==> config.mk <==
export PLATFORM = sky130hd
export DESIGN_NAME = dac_serial_front
export DESIGN_NICKNAME = d
export VERILOG_FILES = /design/src/rtl/dac_in_pkg.sv /design/src/rtl/dac_pin_sync.sv /design/src/rtl/dac_frame_shift.sv /design/src/rtl/dac_latch_ctrl.sv /design/src/rtl/dac_serial_front.sv
export SDC_FILE = /design/constraint.sdc
export NUM_CORES = 1
export LEC_CHECK = 0
export ABC_CLOCK_PERIOD_IN_PS = 1800
export BUFFER_PORTS_ARGS = -buffer_cell sky130_fd_sc_hd__clkbuf_2
export CORE_MARGIN = 5
export CORE_UTILIZATION = 40
export DETAILED_ROUTE_END_ITERATION = 8
export GPL_TIMING_DRIVEN = 0
export HOLD_SLACK_MARGIN = 0.05
export PLACE_DENSITY = 0.56
export SYNTH_ARGS = -nofsm -noshare
export SYNTH_HDL_FRONTEND = slang
export SYNTH_SLANG_ARGS = --single-unit
==> constraint.sdc <==
create_clock -name clk -period 1.8 [get_ports clk]
set_input_delay 0.27 -clock clk [delete_from_list [all_inputs] [get_ports clk]]
set_output_delay 0.27 -clock clk [all_outputs]
set_load 0.03 [all_outputs]
==> src/rtl/dac_in_pkg.sv <==
// Package: shared types for the serial DAC front end.
// Assumes: all consumers use the same pin bundle layout.
package dac_in_pkg;

    // Bundle of the four host-side serial pins.
    typedef struct packed {
        logic cs_n;
        logic sclk;
        logic sdi;
        logic load_n;
    } serial_pins_t;

    // Idle level of the pin bundle: selects and load inactive (high).
    localparam serial_pins_t PINS_IDLE = '{cs_n: 1'b1, sclk: 1'b0, sdi: 1'b0, load_n: 1'b1};

endpackage

==> src/rtl/dac_pin_sync.sv <==
// Module: dac_pin_sync
// Passes the asynchronous serial pins through a chain of STAGES flops.
// Assumes: STAGES >= 1. Reset loads the idle pin levels, so no edge is
// seen when reset ends.
module dac_pin_sync
    import dac_in_pkg::*;
#(
    parameter int STAGES = 2
) (
    input  logic         clk,
    input  logic         rst_n,
    input  serial_pins_t pins_raw,
    output serial_pins_t pins_sync
);

    serial_pins_t chain [STAGES];

    genvar g;
    generate
        for (g = 0; g < STAGES; g++) begin : g_stage
            if (g == 0) begin : g_first
                // First stage: capture the raw pins.
                always_ff @(posedge clk) begin
                    if (!rst_n) chain[g] <= PINS_IDLE;
                    else        chain[g] <= pins_raw;
                end
            end else begin : g_next
                // Later stages: resolve metastability.
                always_ff @(posedge clk) begin
                    if (!rst_n) chain[g] <= PINS_IDLE;
                    else        chain[g] <= chain[g-1];
                end
            end
        end
    endgenerate

    assign pins_sync = chain[STAGES-1];

endmodule

==> src/rtl/dac_frame_shift.sv <==
// Module: dac_frame_shift
// Detects chip-select and serial-clock edges on the synchronized pins,
// shifts data MSB first and counts bits (saturating at DATA_W+1).
// Assumes: serial clock phases last at least two system clocks.
module dac_frame_shift
    import dac_in_pkg::*;
#(
    parameter int DATA_W = 14
) (
    input  logic              clk,
    input  logic              rst_n,
    input  serial_pins_t      pins,
    output logic [DATA_W-1:0] shift_word,
    output logic              frame_full,
    output logic              cs_rise,
    output logic              cs_fall
);

    localparam int CNT_W   = $clog2(DATA_W + 2);
    localparam int CNT_SAT = DATA_W + 1;

    logic             cs_n_q;
    logic             sclk_q;
    logic             sclk_rise;
    logic [CNT_W-1:0] bit_cnt;

    // Edge history of chip select and serial clock.
    always_ff @(posedge clk) begin
        if (!rst_n) begin
            cs_n_q <= 1'b1;
            sclk_q <= 1'b0;
        end else begin
            cs_n_q <= pins.cs_n;
            sclk_q <= pins.sclk;
        end
    end

    assign cs_rise   = pins.cs_n & ~cs_n_q;
    assign cs_fall   = ~pins.cs_n & cs_n_q;
    assign sclk_rise = pins.sclk & ~sclk_q & ~pins.cs_n;

    // Shift register: one bit in per qualified serial-clock rise.
    always_ff @(posedge clk) begin
        if (!rst_n)         shift_word <= '0;
        else if (sclk_rise) shift_word <= {shift_word[DATA_W-2:0], pins.sdi};
    end

    // Bit counter: cleared at frame start, saturates past DATA_W.
    always_ff @(posedge clk) begin
        if (!rst_n)
            bit_cnt <= '0;
        else if (cs_fall)
            bit_cnt <= '0;
        else if (sclk_rise && bit_cnt != CNT_W'(CNT_SAT))
            bit_cnt <= bit_cnt + 1'b1;
    end

    assign frame_full = (bit_cnt == CNT_W'(DATA_W));

    // Shift register only moves on a qualified serial clock rise.
    AST_SHIFT_FROZEN: assert property (@(posedge clk) disable iff (!rst_n)
        (shift_word != $past(shift_word)) |-> $past(sclk_rise && !pins.cs_n));

    // A frame start always clears the count.
    AST_CNT_CLEAR: assert property (@(posedge clk) disable iff (!rst_n)
        cs_fall |=> (bit_cnt == '0));

    // The count never passes its saturation point.
    AST_CNT_BOUND: assert property (@(posedge clk) disable iff (!rst_n)
        (bit_cnt <= CNT_W'(CNT_SAT)));

endmodule

==> src/rtl/dac_latch_ctrl.sv <==
// Module: dac_latch_ctrl
// Holds the parallel code and the frame-error flag. A complete frame
// becomes pending at chip-select rise and moves into the code latch
// while chip select is high and load is low.
// Assumes: shift_word does not change while chip select is high.
module dac_latch_ctrl #(
    parameter int DATA_W = 14
) (
    input  logic              clk,
    input  logic              rst_n,
    input  logic              cs_n_s,
    input  logic              load_n_s,
    input  logic              cs_rise,
    input  logic              cs_fall,
    input  logic              frame_full,
    input  logic [DATA_W-1:0] shift_word,
    output logic [DATA_W-1:0] dac_code,
    output logic              frame_err
);

    logic pending;
    logic xfer;

    assign xfer = pending & cs_n_s & ~load_n_s;

    // Pending flag: set by a complete frame, cleared by use or new frame.
    always_ff @(posedge clk) begin
        if (!rst_n)
            pending <= 1'b0;
        else if (cs_fall)
            pending <= 1'b0;
        else if (cs_rise)
            pending <= frame_full;
        else if (xfer)
            pending <= 1'b0;
    end

    // Code latch: loads the pending word on a transfer.
    always_ff @(posedge clk) begin
        if (!rst_n)    dac_code <= '0;
        else if (xfer) dac_code <= shift_word;
    end

    // Frame error: judged once per frame at chip-select rise.
    always_ff @(posedge clk) begin
        if (!rst_n)       frame_err <= 1'b0;
        else if (cs_rise) frame_err <= ~frame_full;
    end

    // The code only changes while selected-off with load asserted.
    AST_LOAD_OUTSIDE_FRAME: assert property (@(posedge clk) disable iff (!rst_n)
        (dac_code != $past(dac_code)) |-> $past(cs_n_s && !load_n_s));

    // The code only changes when a complete word was pending.
    AST_LOAD_NEEDS_PENDING: assert property (@(posedge clk) disable iff (!rst_n)
        (dac_code != $past(dac_code)) |-> $past(pending));

    // The error flag only moves at the end of a frame.
    AST_ERR_AT_CLOSE: assert property (@(posedge clk) disable iff (!rst_n)
        (frame_err != $past(frame_err)) |-> $past(cs_rise));

    // A new frame start discards the pending word.
    AST_PENDING_DROP: assert property (@(posedge clk) disable iff (!rst_n)
        cs_fall |=> !pending);

endmodule

==> src/rtl/dac_serial_front.sv <==
// Module: dac_serial_front (top)
// Three-wire serial input register and code latch of a DAC.
// Assumes: serial pins are asynchronous, serial clock phases each span
// at least SYNC_STAGES+1 system clocks.
module dac_serial_front
    import dac_in_pkg::*;
#(
    parameter int DATA_W      = 14,
    parameter int SYNC_STAGES = 2
) (
    input  logic              clk,
    input  logic              rst_n,
    input  logic              cs_n_i,
    input  logic              sclk_i,
    input  logic              sdi_i,
    input  logic              load_n_i,
    output logic [DATA_W-1:0] dac_code_o,
    output logic              frame_err_o
);

    serial_pins_t      pins_raw;
    serial_pins_t      pins_s;
    logic [DATA_W-1:0] shift_word;
    logic              frame_full;
    logic              cs_rise;
    logic              cs_fall;

    assign pins_raw = '{cs_n: cs_n_i, sclk: sclk_i, sdi: sdi_i, load_n: load_n_i};

    dac_pin_sync #(.STAGES(SYNC_STAGES)) u_sync (
        .clk       (clk),
        .rst_n     (rst_n),
        .pins_raw  (pins_raw),
        .pins_sync (pins_s)
    );

    dac_frame_shift #(.DATA_W(DATA_W)) u_shift (
        .clk        (clk),
        .rst_n      (rst_n),
        .pins       (pins_s),
        .shift_word (shift_word),
        .frame_full (frame_full),
        .cs_rise    (cs_rise),
        .cs_fall    (cs_fall)
    );

    dac_latch_ctrl #(.DATA_W(DATA_W)) u_latch (
        .clk        (clk),
        .rst_n      (rst_n),
        .cs_n_s     (pins_s.cs_n),
        .load_n_s   (pins_s.load_n),
        .cs_rise    (cs_rise),
        .cs_fall    (cs_fall),
        .frame_full (frame_full),
        .shift_word (shift_word),
        .dac_code   (dac_code_o),
        .frame_err  (frame_err_o)
    );

    // Reset holds the outputs at zero code and no error.
    AST_RESET_ZERO: assert property (@(posedge clk)
        !rst_n |=> (dac_code_o == '0 && !frame_err_o));

endmodule

======== Word level (Yosys, flattened, before mapping) ========
Memory sizes are Yosys's and may differ from the RTL's.
Cells that the tools add are included.
word-level totals
  register bits after elaboration ......... 36
  RAM bits ................................ 8
  logic and storage cells ................. 34
  memories ................................ 1
operators by class
  add/sub/neg operators ................... 1
  equality and inequality tests ........... 2
  multiplexer cells ....................... 6
  bitwise operators ....................... 14
  reduce and logical (&&, ||, !) cells .... 3
memory list
  name          depth  bits a word  read ports  clocked after Yosys merged registers in  wr ports  line                RTL
  u_sync.chain  2      4            2           0                                        2         dac_pin_sync.sv:16  serial_pins_t chain [STAGES];
operators by type and width
  operator                                       count
  2-to-1 mux 4 bit                               2
  AND 1 bit                                      6
  inverter 1 bit                                 6
  adder 4 x 1 -> 4 bit (second input constant)   1
  == test 4 bit (second input constant)          1
  2-to-1 mux 1 bit                               4
  inequality test 4 bit (second input constant)  1
  bitwise OR 1 bit                               2
  nonzero test 2 bit                             1
  OR reduction 2 bit                             1
  logical AND 1 bit                              1

======== Depth between registers and ports, before layout ========
  depth after elaboration ................. 4
  mapped depth ............................ 5

======== By module ========
From an unflattened synthesis, not the netlist that was laid out.
unflattened totals
  cells, all modules ...................... 179
  area, all modules ....................... 1677.9 sq um
by module, submodules not included
  module           instances  cells an instance  area an instance (sq um)  seq. area each (sq um)
  dac_frame_shift  1          92                 794.5                     400.4
  dac_latch_ctrl   1          71                 673.1                     320.3
  dac_pin_sync     1          16                 210.2                     160.2

======== Worst setup path before layout ========
No wires, ideal clock.
  path kind ............................... register -> register
  start ................................... memory u_sync.chain[1][3] (netlist name)
  end ..................................... register u_shift.bit_cnt[1]
  setup time .............................. 0.071 ns
  arrival time ............................ 1.314 ns
  data required time ...................... 1.729 ns
  slack ................................... 0.415 ns
  stages on the path, launching flop included .. 5
  buffers on the path ..................... 1
  clock period less this slack ............ 1.385 ns
  path through ............................ dfxtp_1 -> or3b_4 -> buf_6 -> or3_1 -> a21oi_1
RTL lines
  what                    line                   RTL
  start: declaration      dac_pin_sync.sv:16
  end signal: assignment  dac_frame_shift.sv:55  bit_cnt <= bit_cnt + 1'b1;
  end: declaration        dac_frame_shift.sv:25  logic [CNT_W-1:0] bit_cnt;

==> run summary <==
====================================================================================
Post-layout min period                                                       1520 ps
Startpoint of the lowest-slack hold path                                      cs_n_i
Worst path slowest cell                                                 sky130_fd_sc_hd__dfxtp_1
Placeable core region                                                       3940 um2
Area growth from synthesis to final layout                                     16.0%
Synthesized area per cell                                                   9.00 um2
Max clock buf depth                                                                2
Ordered cell list for the critical path                                 or3b_4, buf_6, clkbuf_1, nand2_1, a21boi_0
Highest net fanout along the worst path                                           10
Element type at the critical path start                                         flop
Worst path arrival time                                                      1740 ps
Critical Path Sink Type                                                         flop
Number of nets in the final layout                                               214
Number of primary I/O pins                                                        21
Count of distinct cell types in the synthesized netlist                           26
H-Tree Depth                                                                       2
Synthesis Warnings                                                                 0
Combined global-route utilization of all metal layers                          12.6%
Vertical extent of the die                                                   73.5 um
GRT Residual Overflow                                                              0
Crit-path max cell delay                                                      480 ps
Ant. Diodes                                                                        0
Setup TNS Final                                                                 0 ps
Dominant cell by count in the synthesized netlist                       sky130_fd_sc_hd__nand2_1
Post-Synthesis Cell Area                                                    1610 um2
Cell depth of the worst min-delay path                                             2
Average routed wire per standard cell                                        11.6 um
Number of CTS-inserted buffers                                                     5
R2R depth                                                                          5
RSZ-0062 raised after global routing                                              no
Placed Instances                                                                 249
Worst IR drop on VDD                                                        0.415 mV
Fraction of layout instances using a drive strength above 1                    15.0%
TritonCTS clock tree                                                            done
Most common library cells after synthesis                               sky130_fd_sc_hd__nand2_1 (57), sky130_fd_sc_hd__dfxtp_1 (44), sky130_fd_sc_hd__a21boi_0 (28), sky130_fd_sc_hd__clkbuf_1 (7)
Slack of the worst reg-to-reg path                                            280 ps
Post-synth top area cell                                                sky130_fd_sc_hd__dfxtp_1
Initial antenna violation count                                                    0
Global-route wire length before repair                                       5.20 mm
FP Rows                                                                           23
Outcome                                                                 finished clean
Final setup violation count                                                        0
Port-buffer cells                                                                 20
TritonCTS sink count                                                              44
Total nets after synthesis                                                       187
Leakage power                                                               0.694 nW
Fmax                                                                         656 MHz
R2r endpoint                                                            u_shift.shift_word[7]
Root Driver                                                             sky130_fd_sc_hd__clkbuf_8
Source of the worst register-to-register timing path                    u_sync.chain[1][3]
Power density relative to cell area                                       883 nW/um2
Min-delay worst type                                                          in2reg
Routed via count divided by cell count                                          4.81
Placed wire-length estimate after detailed placement                         2.17 mm
Transition at the pin with the smallest max-transition slack                  474 ps
Number of inserted filler cells in the final layout                              397
Final clock skew                                                             2.82 ps
Post-synth EDFFs                                                                   0
Total DRC errors in the routed layout                                              0
Class of the most critical setup path                                        reg2reg
Number of standard cells after synthesis                                         179
Most used flip-flop cell after synthesis                                sky130_fd_sc_hd__dfxtp_1
Terminating pin of the worst hold path                                  u_sync.chain[0][3]
Share of flip-flops with an asynchronous set or reset after synthesis             0%
Starting Density                                                               40.8%
Clock transition at path regs                                                  70 ps
Die extent in x                                                              73.5 um
Die footprint                                                               5390 um2
Insertion delay of the later-clocked pin in the worst-skew pair               290 ps
Via count of the routed design                                                  1236
Number of DRC markers after the initial detailed-route iteration                  43
Largest net degree at the start of global routing                                 13
Leading post-synthesis cells by cell area                               sky130_fd_sc_hd__dfxtp_1 (55%), sky130_fd_sc_hd__nand2_1 (13%), sky130_fd_sc_hd__a21boi_0 (13%)
Worst EP required                                                            2020 ps
Count of endpoints failing hold in the final timing report                         0
Synthesized flop and latch total                                                  44
Post-synth top area share                                                      54.7%
Max-slew violation count                                                           0
Routability Congestion                                                         0.714
Final cycle utilization of the critical path                                   84.7%
Number of violations of the max-capacitance limit                                  0
Detailed-routing iteration count for the pre-antenna-repair pass                   4
Remaining max-slew budget at the tightest pin                                  68.1%
Portion of the post-synthesis area used by sequential elements                 54.7%
Hold Worst Slack                                                              160 ps
Sum of routed wire length over all layers                                    2.98 mm
Final cell count without fillers                                                 257
Final antenna-violating net count                                                  0
Via count of the first global-routing pass                                      1236
Hold buffer count at cts                                                           0
====================================================================================
[cell families (layout without fill, tap and decap cells)]
family                     count (synthesis)  after routing  synth area share (%)
AOI/OAI and AO/OA                         39             39                  17.1
adders and majority gates                  2              2                  1.55
buffers and inverters                     12             40                  3.42
DFF                                       44             44                  54.7
and+or+nand+nor                           82             82                  23.2
[worst max-delay path, delay by kind of cell (launching register included)]
| kind | cells | cell delay (ps) |
|---|---|---|
| buf+inv | 2 | 500 |
| flops | 1 | 480 |
| simple gates | 2 | 300 |
| compound gates | 1 | 170 |
[final cells by class]
class                      count  area [um2]  area share (%)
buffer                        10        47.5            2.55
tap                           50        62.6            3.35
multi-input combinational    123         679            36.4
timing repair buffer          20         100            5.36
sequential                    44         881            47.2
clock buffer                   8        90.1            4.82
inverter                       2        7.51           0.402
[power by group]
group / internal [mW] / total (mW) / leakage (nW) / switching, mW
logic: 0.0226 / 0.0446 / 0.292 / 0.0220
clock network: 0.313 / 0.617 / 0.0455 / 0.304
registers: 0.983 / 0.989 / 0.356 / 0.00550
[metrics by stage]
step / setup slack [ps] / area (um2) / utilization (%) / power [mW]
2_1_floorplan: 415 / 1610 / - / 1.04
4_1_cts: 176 / 1860 / 47.3 / 1.68
6_report: 276 / 1870 / 47.4 / 1.65
3_3_place_gp: 215 / 1770 / 45.0 / 1.06
3_5_place_dp: 203 / 1770 / 45.0 / 1.06
5_1_grt: 99.1 / 1870 / 47.4 / 1.71
[how the worst max path moves through the flow]
stage	slack, ps	cells past startpoint	startpoint	endpoint
after floorplan	410	4	u_sync.chain[1][3]	u_shift.bit_cnt[1]
after global placement	210	4	u_sync.chain[1][3]	u_shift.shift_word[6]
after detailed placement	200	4	u_sync.chain[1][3]	u_shift.shift_word[7]
after CTS	180	4	u_sync.chain[1][3]	u_shift.shift_word[7]
after global routing	100	5	u_sync.chain[1][3]	u_shift.shift_word[12]
final	280	5	u_sync.chain[1][3]	u_shift.shift_word[7]
[sequential cells by signal, summed over array words and instances, names as in the netlist]
signal              flops
u_shift.shift_word     14
u_latch.pending         1
u_sync.chain            8
u_shift.sclk_q          1
u_latch.frame_err       1
u_latch.dac_code       14
u_shift.bit_cnt         4
u_shift.cs_n_q          1
[metal layers]
layer  GRT usage, %  vias up  routed length, um
li1               -      639                  -
met1           14.6      562               1380
met2           21.2       28               1410
met3           2.87        7                117
met4           7.24        0                 70
met5              0        -                  0
[cell usage in the layout (no fill, tap or decap), types with 3 or more instances in the layout]
cell type,n
sky130_fd_sc_hd__nand2_1,57
sky130_fd_sc_hd__dfxtp_1,44
sky130_fd_sc_hd__a21boi_0,28
sky130_fd_sc_hd__clkbuf_2,20
sky130_fd_sc_hd__clkbuf_1,9
sky130_fd_sc_hd__clkbuf_8,6
sky130_fd_sc_hd__and2_1,5
sky130_fd_sc_hd__nand2b_1,5
sky130_fd_sc_hd__o21ai_0,4
sky130_fd_sc_hd__a21oi_1,4
sky130_fd_sc_hd__or3_1,3
[what timing repair did]
item	in CTS	in global routing
setup endpoints to repair	0	1
resized for setup	0	1
setup buffers	0	0
No activity file was read; power rests on OpenSTA's default activity.
